**config.mk**
```make
export PLATFORM = sky130hd
export DESIGN_NAME = dest_match_unit
export DESIGN_NICKNAME = d
export VERILOG_FILES = /design/src/rtl/dm_pkg.sv /design/src/rtl/dm_phys_match.sv /design/src/rtl/dm_logical_match.sv /design/src/rtl/dm_short_sel.sv /design/src/rtl/dest_match_unit.sv
export SDC_FILE = /design/constraint.sdc
export NUM_CORES = 1
export LEC_CHECK = 0
export BUFFER_PORTS_ARGS = -buffer_cell sky130_fd_sc_hd__clkbuf_2
export CAP_MARGIN = 20
export CORE_MARGIN = 2
export CORE_UTILIZATION = 31
export DETAILED_ROUTE_END_ITERATION = 8
export PLACE_DENSITY = 0.75
export SYNTH_ARGS = -nofsm -noshare
export SYNTH_HDL_FRONTEND = slang
export SYNTH_HIERARCHICAL = 1
export SYNTH_SLANG_ARGS = --single-unit
export TNS_END_PERCENT = 100
```
**constraint.sdc**
```tcl
create_clock -name clk -period 2.2 [get_ports clk]
set_clock_uncertainty 0.05 [all_clocks]
set_input_delay 0.44 -clock clk [delete_from_list [all_inputs] [get_ports clk]]
set_output_delay 0.44 -clock clk [all_outputs]
set_load 0.02 [all_outputs]
```
**src/rtl/dm_pkg.sv**
```systemverilog
package dm_pkg;

   typedef enum logic [1:0] {
      SH_NONE    = 2'b00,
      SH_SELF    = 2'b01,
      SH_ALL_INC = 2'b10,
      SH_ALL_EXC = 2'b11
   } dm_short_e;

endpackage

```
**src/rtl/dm_phys_match.sv**
```systemverilog
module dm_phys_match #(
   parameter int ID_W  = 32,
   parameter int LEG_W = 8
) (
   input  logic            ext_mode,
   input  logic [ID_W-1:0] dest,
   input  logic [ID_W-1:0] my_id,
   output logic            hit
);
   localparam logic [LEG_W-1:0] LEG_BCAST = {LEG_W{1'b1}};
   localparam logic [ID_W-1:0]  EXT_BCAST = {ID_W{1'b1}};

   logic leg_hit, ext_hit;

   generate
      if (LEG_W > ID_W) begin : g_bad_width
         $error("dm_phys_match: LEG_W must not exceed ID_W");
      end
   endgenerate

   // legacy: only the low LEG_W bits take part, aliases all match
   always_comb begin
      leg_hit = (dest[LEG_W-1:0] == my_id[LEG_W-1:0]) ||
                (dest[LEG_W-1:0] == LEG_BCAST);
      ext_hit = (dest == my_id) || (dest == EXT_BCAST);
      hit     = ext_mode ? ext_hit : leg_hit;
   end
endmodule

```
**src/rtl/dm_logical_match.sv**
```systemverilog
module dm_logical_match #(
   parameter int ID_W  = 32,
   parameter int LEG_W = 8,
   parameter int CL_W  = 4
) (
   input  logic            ext_mode,
   input  logic            cluster_fmt,
   input  logic [ID_W-1:0] dest,
   input  logic [ID_W-1:0] ldr_val,
   output logic            hit
);
   localparam int MEM_W = LEG_W - CL_W;
   localparam int XH_W  = ID_W / 2;

   logic [LEG_W-1:0] lid, dl;
   logic             leg_bcast, flat_hit, clu_hit, ext_bcast, ext_hit;

   generate
      if (CL_W >= LEG_W || CL_W < 1) begin : g_bad_cluster
         $error("dm_logical_match: CL_W must be in 1..LEG_W-1");
      end
      if ((ID_W % 2) != 0) begin : g_bad_id
         $error("dm_logical_match: ID_W must be even");
      end
      if (LEG_W > ID_W) begin : g_bad_leg
         $error("dm_logical_match: LEG_W must not exceed ID_W");
      end
   endgenerate

   always_comb begin
      lid       = ldr_val[ID_W-1 -: LEG_W];
      dl        = dest[LEG_W-1:0];
      leg_bcast = &dl;
      flat_hit  = |(dl & lid);
      clu_hit   = (dl[LEG_W-1 -: CL_W] == lid[LEG_W-1 -: CL_W]) &&
                  (|(dl[MEM_W-1:0] & lid[MEM_W-1:0]));
      ext_bcast = &dest;
      ext_hit   = (dest[ID_W-1 -: XH_W] == ldr_val[ID_W-1 -: XH_W]) &&
                  (|(dest[XH_W-1:0] & ldr_val[XH_W-1:0]));
      if (ext_mode)
         hit = ext_bcast || ext_hit;
      else
         hit = leg_bcast || (cluster_fmt ? clu_hit : flat_hit);
   end
endmodule

```
**src/rtl/dm_short_sel.sv**
```systemverilog
module dm_short_sel
   import dm_pkg::*;
(
   input  logic [1:0] shorthand,
   input  logic       addr_hit,
   input  logic       sender_is_me,
   output logic       take
);
   dm_short_e sh;

   always_comb begin
      sh = dm_short_e'(shorthand);
      unique case (sh)
         SH_NONE:    take = addr_hit;
         SH_SELF:    take = sender_is_me;
         SH_ALL_INC: take = 1'b1;
         SH_ALL_EXC: take = !sender_is_me;
         default:    take = 1'b0;
      endcase
   end
endmodule

```
**src/rtl/dest_match_unit.sv**
```systemverilog
module dest_match_unit #(
   parameter int ID_W  = 32,
   parameter int LEG_W = 8,
   parameter int CL_W  = 4
) (
   input  logic            clk,
   input  logic            rst_n,
   input  logic            req_valid,
   input  logic [ID_W-1:0] dest_field,
   input  logic            dest_logical,
   input  logic [1:0]      shorthand,
   input  logic            ext_mode,
   input  logic            sender_is_me,
   input  logic [ID_W-1:0] my_id,
   input  logic [ID_W-1:0] ldr_val,
   input  logic            cluster_fmt,
   output logic            acc_valid,
   output logic            accept
);
   logic phys_hit, log_hit, addr_hit, take;

   dm_phys_match #(.ID_W(ID_W), .LEG_W(LEG_W)) u_phys (
      .ext_mode (ext_mode),
      .dest     (dest_field),
      .my_id    (my_id),
      .hit      (phys_hit)
   );

   dm_logical_match #(.ID_W(ID_W), .LEG_W(LEG_W), .CL_W(CL_W)) u_log (
      .ext_mode    (ext_mode),
      .cluster_fmt (cluster_fmt),
      .dest        (dest_field),
      .ldr_val     (ldr_val),
      .hit         (log_hit)
   );

   assign addr_hit = dest_logical ? log_hit : phys_hit;

   dm_short_sel u_sh (
      .shorthand    (shorthand),
      .addr_hit     (addr_hit),
      .sender_is_me (sender_is_me),
      .take         (take)
   );

   always_ff @(posedge clk) begin
      if (!rst_n) begin
         acc_valid <= 1'b0;
         accept    <= 1'b0;
      end else begin
         acc_valid <= req_valid;
         accept    <= req_valid && take;
      end
   end

   // the verdict is never asserted without its valid
   p_acc_qual_r1: assert property (@(posedge clk) disable iff (!rst_n)
      !acc_valid |-> !accept);

   // valid tracks the request one cycle later
   p_valid_lag_r1: assert property (@(posedge clk) disable iff (!rst_n)
      req_valid |=> acc_valid);

   // everyone-including-self always accepted
   p_all_inc_r9: assert property (@(posedge clk) disable iff (!rst_n)
      (req_valid && shorthand == 2'b10) |=> accept);

   // self shorthand follows the sender flag
   p_self_r10: assert property (@(posedge clk) disable iff (!rst_n)
      (req_valid && shorthand == 2'b01) |=> (accept == $past(sender_is_me)));

   // sender never accepts its own all-but-self message
   p_excl_r11: assert property (@(posedge clk) disable iff (!rst_n)
      (req_valid && shorthand == 2'b11 && sender_is_me) |=> !accept);

   // legacy logical broadcast
   p_log_bcast_r4: assert property (@(posedge clk) disable iff (!rst_n)
      (req_valid && shorthand == 2'b00 && dest_logical && !ext_mode &&
       dest_field[LEG_W-1:0] == {LEG_W{1'b1}}) |=> accept);

   // extended physical broadcast
   p_ext_bcast_r6: assert property (@(posedge clk) disable iff (!rst_n)
      (req_valid && shorthand == 2'b00 && !dest_logical && ext_mode &&
       dest_field == {ID_W{1'b1}}) |=> accept);
endmodule

```
==> results.md, run 1 <==
- Status: complete, no violations
- Adder-Cell Fraction of Synth Area: 0.0528
- Clock period minus worst slack: 2.13 ns
- Synth area leaders: xnor2_1 30%, nand4_1 16%, xor2_1 15%
- Max transition margin: 0.775
- Hold Path Class: in2reg
- Chip Width: 59.3 um
- Worst Path Required: 2.26 ns
- Critical path endpoint category: flop
- Biggest area consumer among synthesized cells: xnor2_1
- Final Hold Vio Count: 0
- Internal power: 0.274 mW
- Avg Cell Area, Syn: 7.77 um2
- TritonCTS clock tree: yes
- LEAKAGE: 0.829 nW
- Final ANT Viol Nets: 0
- Port Buffers: 106
- Multi-input logic area: 973 um2
- Synthesized cell area: 948 um2
- Top cell type's share of synthesized area: 0.296
- Htree depth: 1
- Tot GR Track Use: 0.205
- Critical path origin: dest_field[6]
- Part of the power in combinational logic: 0.729
- Layout cell share with drive strength beyond 1: 0.562
- Post-synthesis sequential area ratio: 0.0422
- Pin count of the biggest net entering global routing: 6
- Startpoint types: input port
- DRC viols: 0
- Syn_nets: 231
- CP arrival: 2.18 ns
- Cts hold-fix bufs: 0
- Sw frac: 0.356
- Hold slack: 0.395 ns
- CP endpoint: accept
- DP Wirelength: 3420 um
- Max cap viols: 0
- First-pass GRT wire length: 5550 um
- Worst-path clk slew: 0.03 ns
- Post-Syn Instances: 122
- Clock Tree Buf Depth: 2
- Detailed Route WL: 3720 um
- Worst-path maximum fanout: 2
- Simple-gate share of the synthesized area: 0.306
- Initial antenna violation count: 0
- Mux share of post-synthesis cell area: 0.0277
- Vias per inst: 5.07
- Top-Level Pins: 107
- Count of final max-slew check failures: 0
- DRT iter0 DRCs: 51
- Seq. cell area: 40.0 um2
- Fillers: 296
- # setup viols final: 0
- #FFs+latches synth: 2
- Final setup TNS: 0 ns
- Max VDD drop: 0.0888 mV
- Worst Tran Pin Value: 0.335 ns
- Unrepaired setup endpoints after global routing: no
- Setup repair bufs after CTS: 0
- Area of the core: 2980 um2
- Die ar.: 3520 um2
- Pwr/cell area: 240 nW/um2
- Dpl ws: -0.206 ns
- Final WS setup: 0.0723 ns
- Peak Freq: 470 MHz
- Routability cong.: 0.857
- Switch Pwr: 0.151 mW
- Die height: 59.3 um
- Initial core utilization: 0.318
- Clock share of power: 0.180
- Number of unique standard cell types used by synthesis: 24
- Non-filler cells, final: 282
- WL per Instance: 13.2 um
- Synth Area in XOR/XNOR: 0.443
- # nets final: 360
- Row count: 20
- Setup CP Type: in2reg
- Root buf cell: clkbuf_4
- Post-cts resize count: 0
- Inserted Diodes: 0
- Clock sink count: 2
- P&R area growth vs syn: 86.8%
- CTS Buf Count: 3
- Vias: 1431
- Via count of the first global-routing pass: 1339
- Tcrit/Tclk final: 0.967
- Total global routing overflow: 0
- Yosys warns: 6
- Combinational family with the most area after synthesis: XOR/XNOR gates
- Sequential share of power: 0.092
- Synth Area in Compound Gates: 0.124
- Placed Cells: 279
- DR pass1 iterations: 4
layer usage:
metal	global-route usage	vias to the layer above	routed length, um
li1	-	735	-
met1	0.262	632	1540
met4	0.0260	0	0
met3	0.0349	0	320
met2	0.366	64	1860
met5	0	-	0
worst min path at each step:
stage | startpoint | end | slack (ns) | cells after the start
floorplan | req_valid | acc_valid | 0.51 | 1
global placement | req_valid | acc_valid | 0.61 | 2
detailed placement | req_valid | acc_valid | 0.61 | 2
CTS | req_valid | acc_valid | 0.38 | 2
global route | req_valid | acc_valid | 0.41 | 2
finish | req_valid | acc_valid | 0.40 | 2
power groups by stage:
stage	Combinational (mW)	Sequential (mW)	Clock [mW]
floorplan	0.109	0.0421	0
global placement	0.285	0.0394	0
detailed placement	0.289	0.0394	0
CTS	0.291	0.0390	0.0812
global route	0.340	0.0392	0.0841
finish	0.310	0.0390	0.0764
worst max-delay path, cell delays in order:
cell	delay (ns)
buf_6	0.10
ha_4	0.14
nor4_2	0.24
nor2_1	0.07
nor4_1	0.28
a31oi_1	0.07
mux2_4	0.26
mux2_4	0.26
o21a_1	0.18
and3_4	0.14
cell usage in the layout, fill, tap and decap left out, types with 2 or more instances in the layout:
cell,count
nand4_1,25
xor2_1,16
xnor2_1,32
a22oi_1,7
nand3_1,4
ha_4,2
a221oi_2,2
clkbuf_2,101
nor4_2,2
clkbuf_4,3
dfxtp_1,2
a31oi_1,2
a22o_1,2
nor4_1,8
buf_4,18
buf_6,4
mux2_4,2
nor2_1,4
state kept, by name, indices dropped and copies added (netlist names):
name,count
accept,1
acc_valid,1
Yosys cell counts, drive strengths merged:
library cell,number
nand2,1
nand4,25
a21oi,1
nand2b,1
nor4,10
mux2,2
and2,1
a31oi,2
xor2,16
or4,1
inv,1
nor2,5
o21a,1
a22o,2
a221oi,2
nand3,4
o21ai,1
a22oi,7
dfxtp,2
ha,4
and3,1
xnor2,32
through the flow:
step	area (um2)	utilization	power [mW]
6_report	1770	0.595	0.425
5_1_grt	1770	0.595	0.463
4_1_cts	1680	0.563	0.411
3_5_place_dp	1660	0.556	0.329
3_3_place_gp	1660	0.556	0.324
2_1_floorplan	948	-	0.151
cells by family after synthesis:
| group | count (synthesis) |
|---|---|
| AO/OA/AOI/OAI | 16 |
| adder cells (fa/ha/maj) | 4 |
| AND/OR/NAND/NOR | 49 |
| flip-flops | 2 |
| XOR/XNOR | 48 |
| buffers and inverters | 1 |
| multiplexers | 2 |
cell type report:
type | count | area share
Multi-Input combinational cell | 119 | 0.549
Timing Repair Buffer | 124 | 0.390
Tap cell | 33 | 0.0233
Sequential cell | 2 | 0.0226
Clock buffer | 3 | 0.0127
Inverter | 1 | 0.00212
No activity file was read; power rests on OpenSTA's default activity.
==> run 2, diff against run 1 <==
Settings changed: CORE_UTILIZATION 31 to 32, CTS_BUF_LIST from default to sky130_fd_sc_hd__clkbuf_8, PLACE_DENSITY 0.75 to 0.77.
==> run 2 against run 1 <==
Against the previous run: the flow now finishes with violations (negative setup slack); flip-flop and latch count unchanged; non-clock buffer count up 2; utilization up 5.5 points; final area up 2.0%; highest routed layer is now met4; maximum frequency down 3.7%.
==> results.md, run 2 (synthesis results as in run 1) <==
- DRT iter0 DRCs: 39 (was 51)
- Critical path's most frequent cell: mux2_4 (unchanged)
- LEAKAGE: 0.851 nW (was 0.829 nW)
- Root buf cell: clkbuf_8 (was clkbuf_4)
- Startpoint types: input port (unchanged)
- Placed Cells: 278 (was 279)
- CP arrival: 2.31 ns (was 2.18 ns)
- Pwr/cell area: 278 nW/um2 (was 240 nW/um2)
- Worst-path maximum fanout: 4 (was 2)
- DR pass1 iterations: 4 (unchanged)
- Clock period minus worst slack: 2.21 ns (was 2.13 ns)
- Initial antenna violation count: 0 (unchanged)
- P&R area growth vs syn: 90.5% (was 86.8%)
- Max VDD drop: 0.417 mV (was 0.0888 mV)
- Internal power: 0.334 mW (was 0.274 mW)
- # nets final: 362 (was 360)
- Final setup TNS: -0.00865 ns (was 0 ns)
- Initial core utilization: 0.341 (was 0.318)
- Top Family by Delay on Critical Path: simple AND/OR/NAND/NOR gates (unchanged)
- Peak Freq: 453 MHz (was 470 MHz)
- Critical path endpoint category: flop (unchanged)
- Die height: 58.4 um (was 59.3 um)
- Row count: 19 (was 20)
- Multi-input logic area: 977 um2 (was 973 um2)
- Vias per inst: 5.28 (was 5.07)
- Failing checks: negative setup slack
- # setup viols final: 1 (was 0)
- Sequential share of power: 0.078 (was 0.092)
- Commonest non-fill, non-tap cells in the layout: 102 x clkbuf_2, 32 x xnor2_1, 25 x nand4_1 (was 101 x clkbuf_2, 32 x xnor2_1, 25 x nand4_1)
- Slowest cell on crit path: or4_4 (was nor4_1)
- TritonCTS clock tree: yes (unchanged)
- Worst Tran Pin Value: 0.323 ns (was 0.335 ns)
- WL per Instance: 14.5 um (was 13.2 um)
- Crit-path max cell delay: 0.55 ns (was 0.28 ns)
- Tot GR Track Use: 0.236 (was 0.205)
- Unrepaired setup endpoints after global routing: yes (was no)
- Final instance area: 1810 um2 (was 1770 um2)
- Total global routing overflow: 0 (unchanged)
- CTS Buf Count: 3 (unchanged)
- Buffers and inverters on the worst path: 1 (unchanged)
- Top-Level Pins: 107 (unchanged)
- Switch Pwr: 0.168 mW (was 0.151 mW)
- Count of final max-slew check failures: 0 (unchanged)
- First-pass GRT wire length: 6250 um (was 5550 um)
- Clock share of power: 0.283 (was 0.180)
- DRC viols: 0 (unchanged)
- Setup CP Type: in2reg (unchanged)
- Layout cell share with drive strength beyond 1: 0.562 (about the same)
- Via count of the first global-routing pass: 1452 (was 1339)
- Htree depth: 1 (unchanged)
- Clock Tree Buf Depth: 2 (unchanged)
- Area of the core: 2780 um2 (was 2980 um2)
- Biggest regs: acc_valid x1, accept x1 (unchanged)
- Max transition margin: 0.783 (was 0.775)
- Die ar.: 3420 um2 (was 3520 um2)
- Status: finished, violations left (was complete, no violations)
- Clock sink count: 2 (unchanged)
- Final Hold Vio Count: 0 (unchanged)
- DP Wirelength: 3510 um (was 3420 um)
- Inserted Diodes: 0 (unchanged)
- Final ANT Viol Nets: 0 (unchanged)
- Commonest non-fill, non-tap cell in the layout: clkbuf_2 (unchanged)
- Final WS setup: -0.00865 ns (was 0.0723 ns)
- Fillers: 253 (was 296)
- Seq. cell area: 40.0 um2 (unchanged)
- Pin count of the biggest net entering global routing: 6 (unchanged)
- Hold Path Class: in2reg (unchanged)
- Chip Width: 58.4 um (was 59.3 um)
- Worst Path Required: 2.30 ns (was 2.26 ns)
- Routability cong.: 0.842 (was 0.857)
- Port Buffers: 106 (unchanged)
- Sw frac: 0.335 (was 0.356)
- Detailed Route WL: 4090 um (was 3720 um)
- Part of the power in combinational logic: 0.639 (was 0.729)
- Non-filler cells, final: 282 (unchanged)
- Vias: 1488 (was 1431)
- Placed Area: 1660 um2 (about the same)
- Tcrit/Tclk final: 1.00 (was 0.967)
- Worst-path clk slew: 0.03 ns (about the same)
- Cells along the critical path: buf_4 -> ha_1 -> or4_4 -> a21oi_2 -> nor4_1 -> a31oi_1 -> mux2_4 -> mux2_4 -> o21a_1 -> and3_1 (was buf_6 -> ha_4 -> nor4_2 -> nor2_1 -> nor4_1 -> a31oi_1 -> mux2_4 -> mux2_4 -> o21a_1 -> and3_4)
- Max cap viols: 0 (unchanged)
==> run 2: cell types whose count changed in the layout (fill, tap and decap cells not counted), sizes merged <==
cell / change
clkbuf: +1
buf: +1
==> run 2: final cells by class <==
type | count | share of cell area
Clock buffer | 3 | 0.0229
Inverter | 1 | 0.00208
Multi-Input combinational cell | 119 | 0.541
Sequential cell | 2 | 0.0222
Tap cell | 31 | 0.0215
Timing Repair Buffer | 126 | 0.391
==> run 2: worst paths after layout <==
| kind | cells past startpoint | slack (ns) | to | startpoint |
|---|---|---|---|---|
| hold / removal | 2 | 0.40 | acc_valid | req_valid |
| setup / recovery | 10 | -0.009 | accept | dest_field[5] |
==> run 2: power by group through the flow <==
stage / Sequential [mW] / Clock (mW) / Combinational [mW]
after floorplan: 0.0421 / 0 / 0.109
after global routing: 0.0392 / 0.154 / 0.348
after global placement: 0.0394 / 0 / 0.288
after CTS: 0.0390 / 0.147 / 0.293
final: 0.0390 / 0.142 / 0.321
after detailed placement: 0.0395 / 0 / 0.290
==> run 2: per-layer routing <==
metal  part of all wire  routed length (um)  vias to the layer above  track usage
met3              0.091                 374                        6       0.0418
met5                  0                   0                        -            0
met1               0.38                1560                      660        0.269
met4             0.0090                  37                        0       0.0831
met2               0.52                2120                       80        0.435
li1                   -                   -                      742            -
==> run 2: stage by stage <==
step / hold WS (ns) / power, mW / util / worst slack (ns)
after global placement: 0.614 / 0.327 / 0.597 / -0.148
after global routing: 0.416 / 0.541 / 0.650 / -0.112
after CTS: 0.394 / 0.479 / 0.614 / 0.0255
after floorplan: 0.512 / 0.151 / - / 0.0377
final: 0.395 / 0.502 / 0.650 / -0.00865
after detailed placement: 0.608 / 0.330 / 0.597 / -0.218
==> run 2: repair_timing <==
| action | in CTS | in global routing |
|---|---|---|
| hold buffers | 0 | 0 |
| setup endpoints to repair | 1 | 1 |
| pin swaps | 0 | 8 |
| setup buffers | 0 | 1 |
| resized for setup | 1 | 24 |
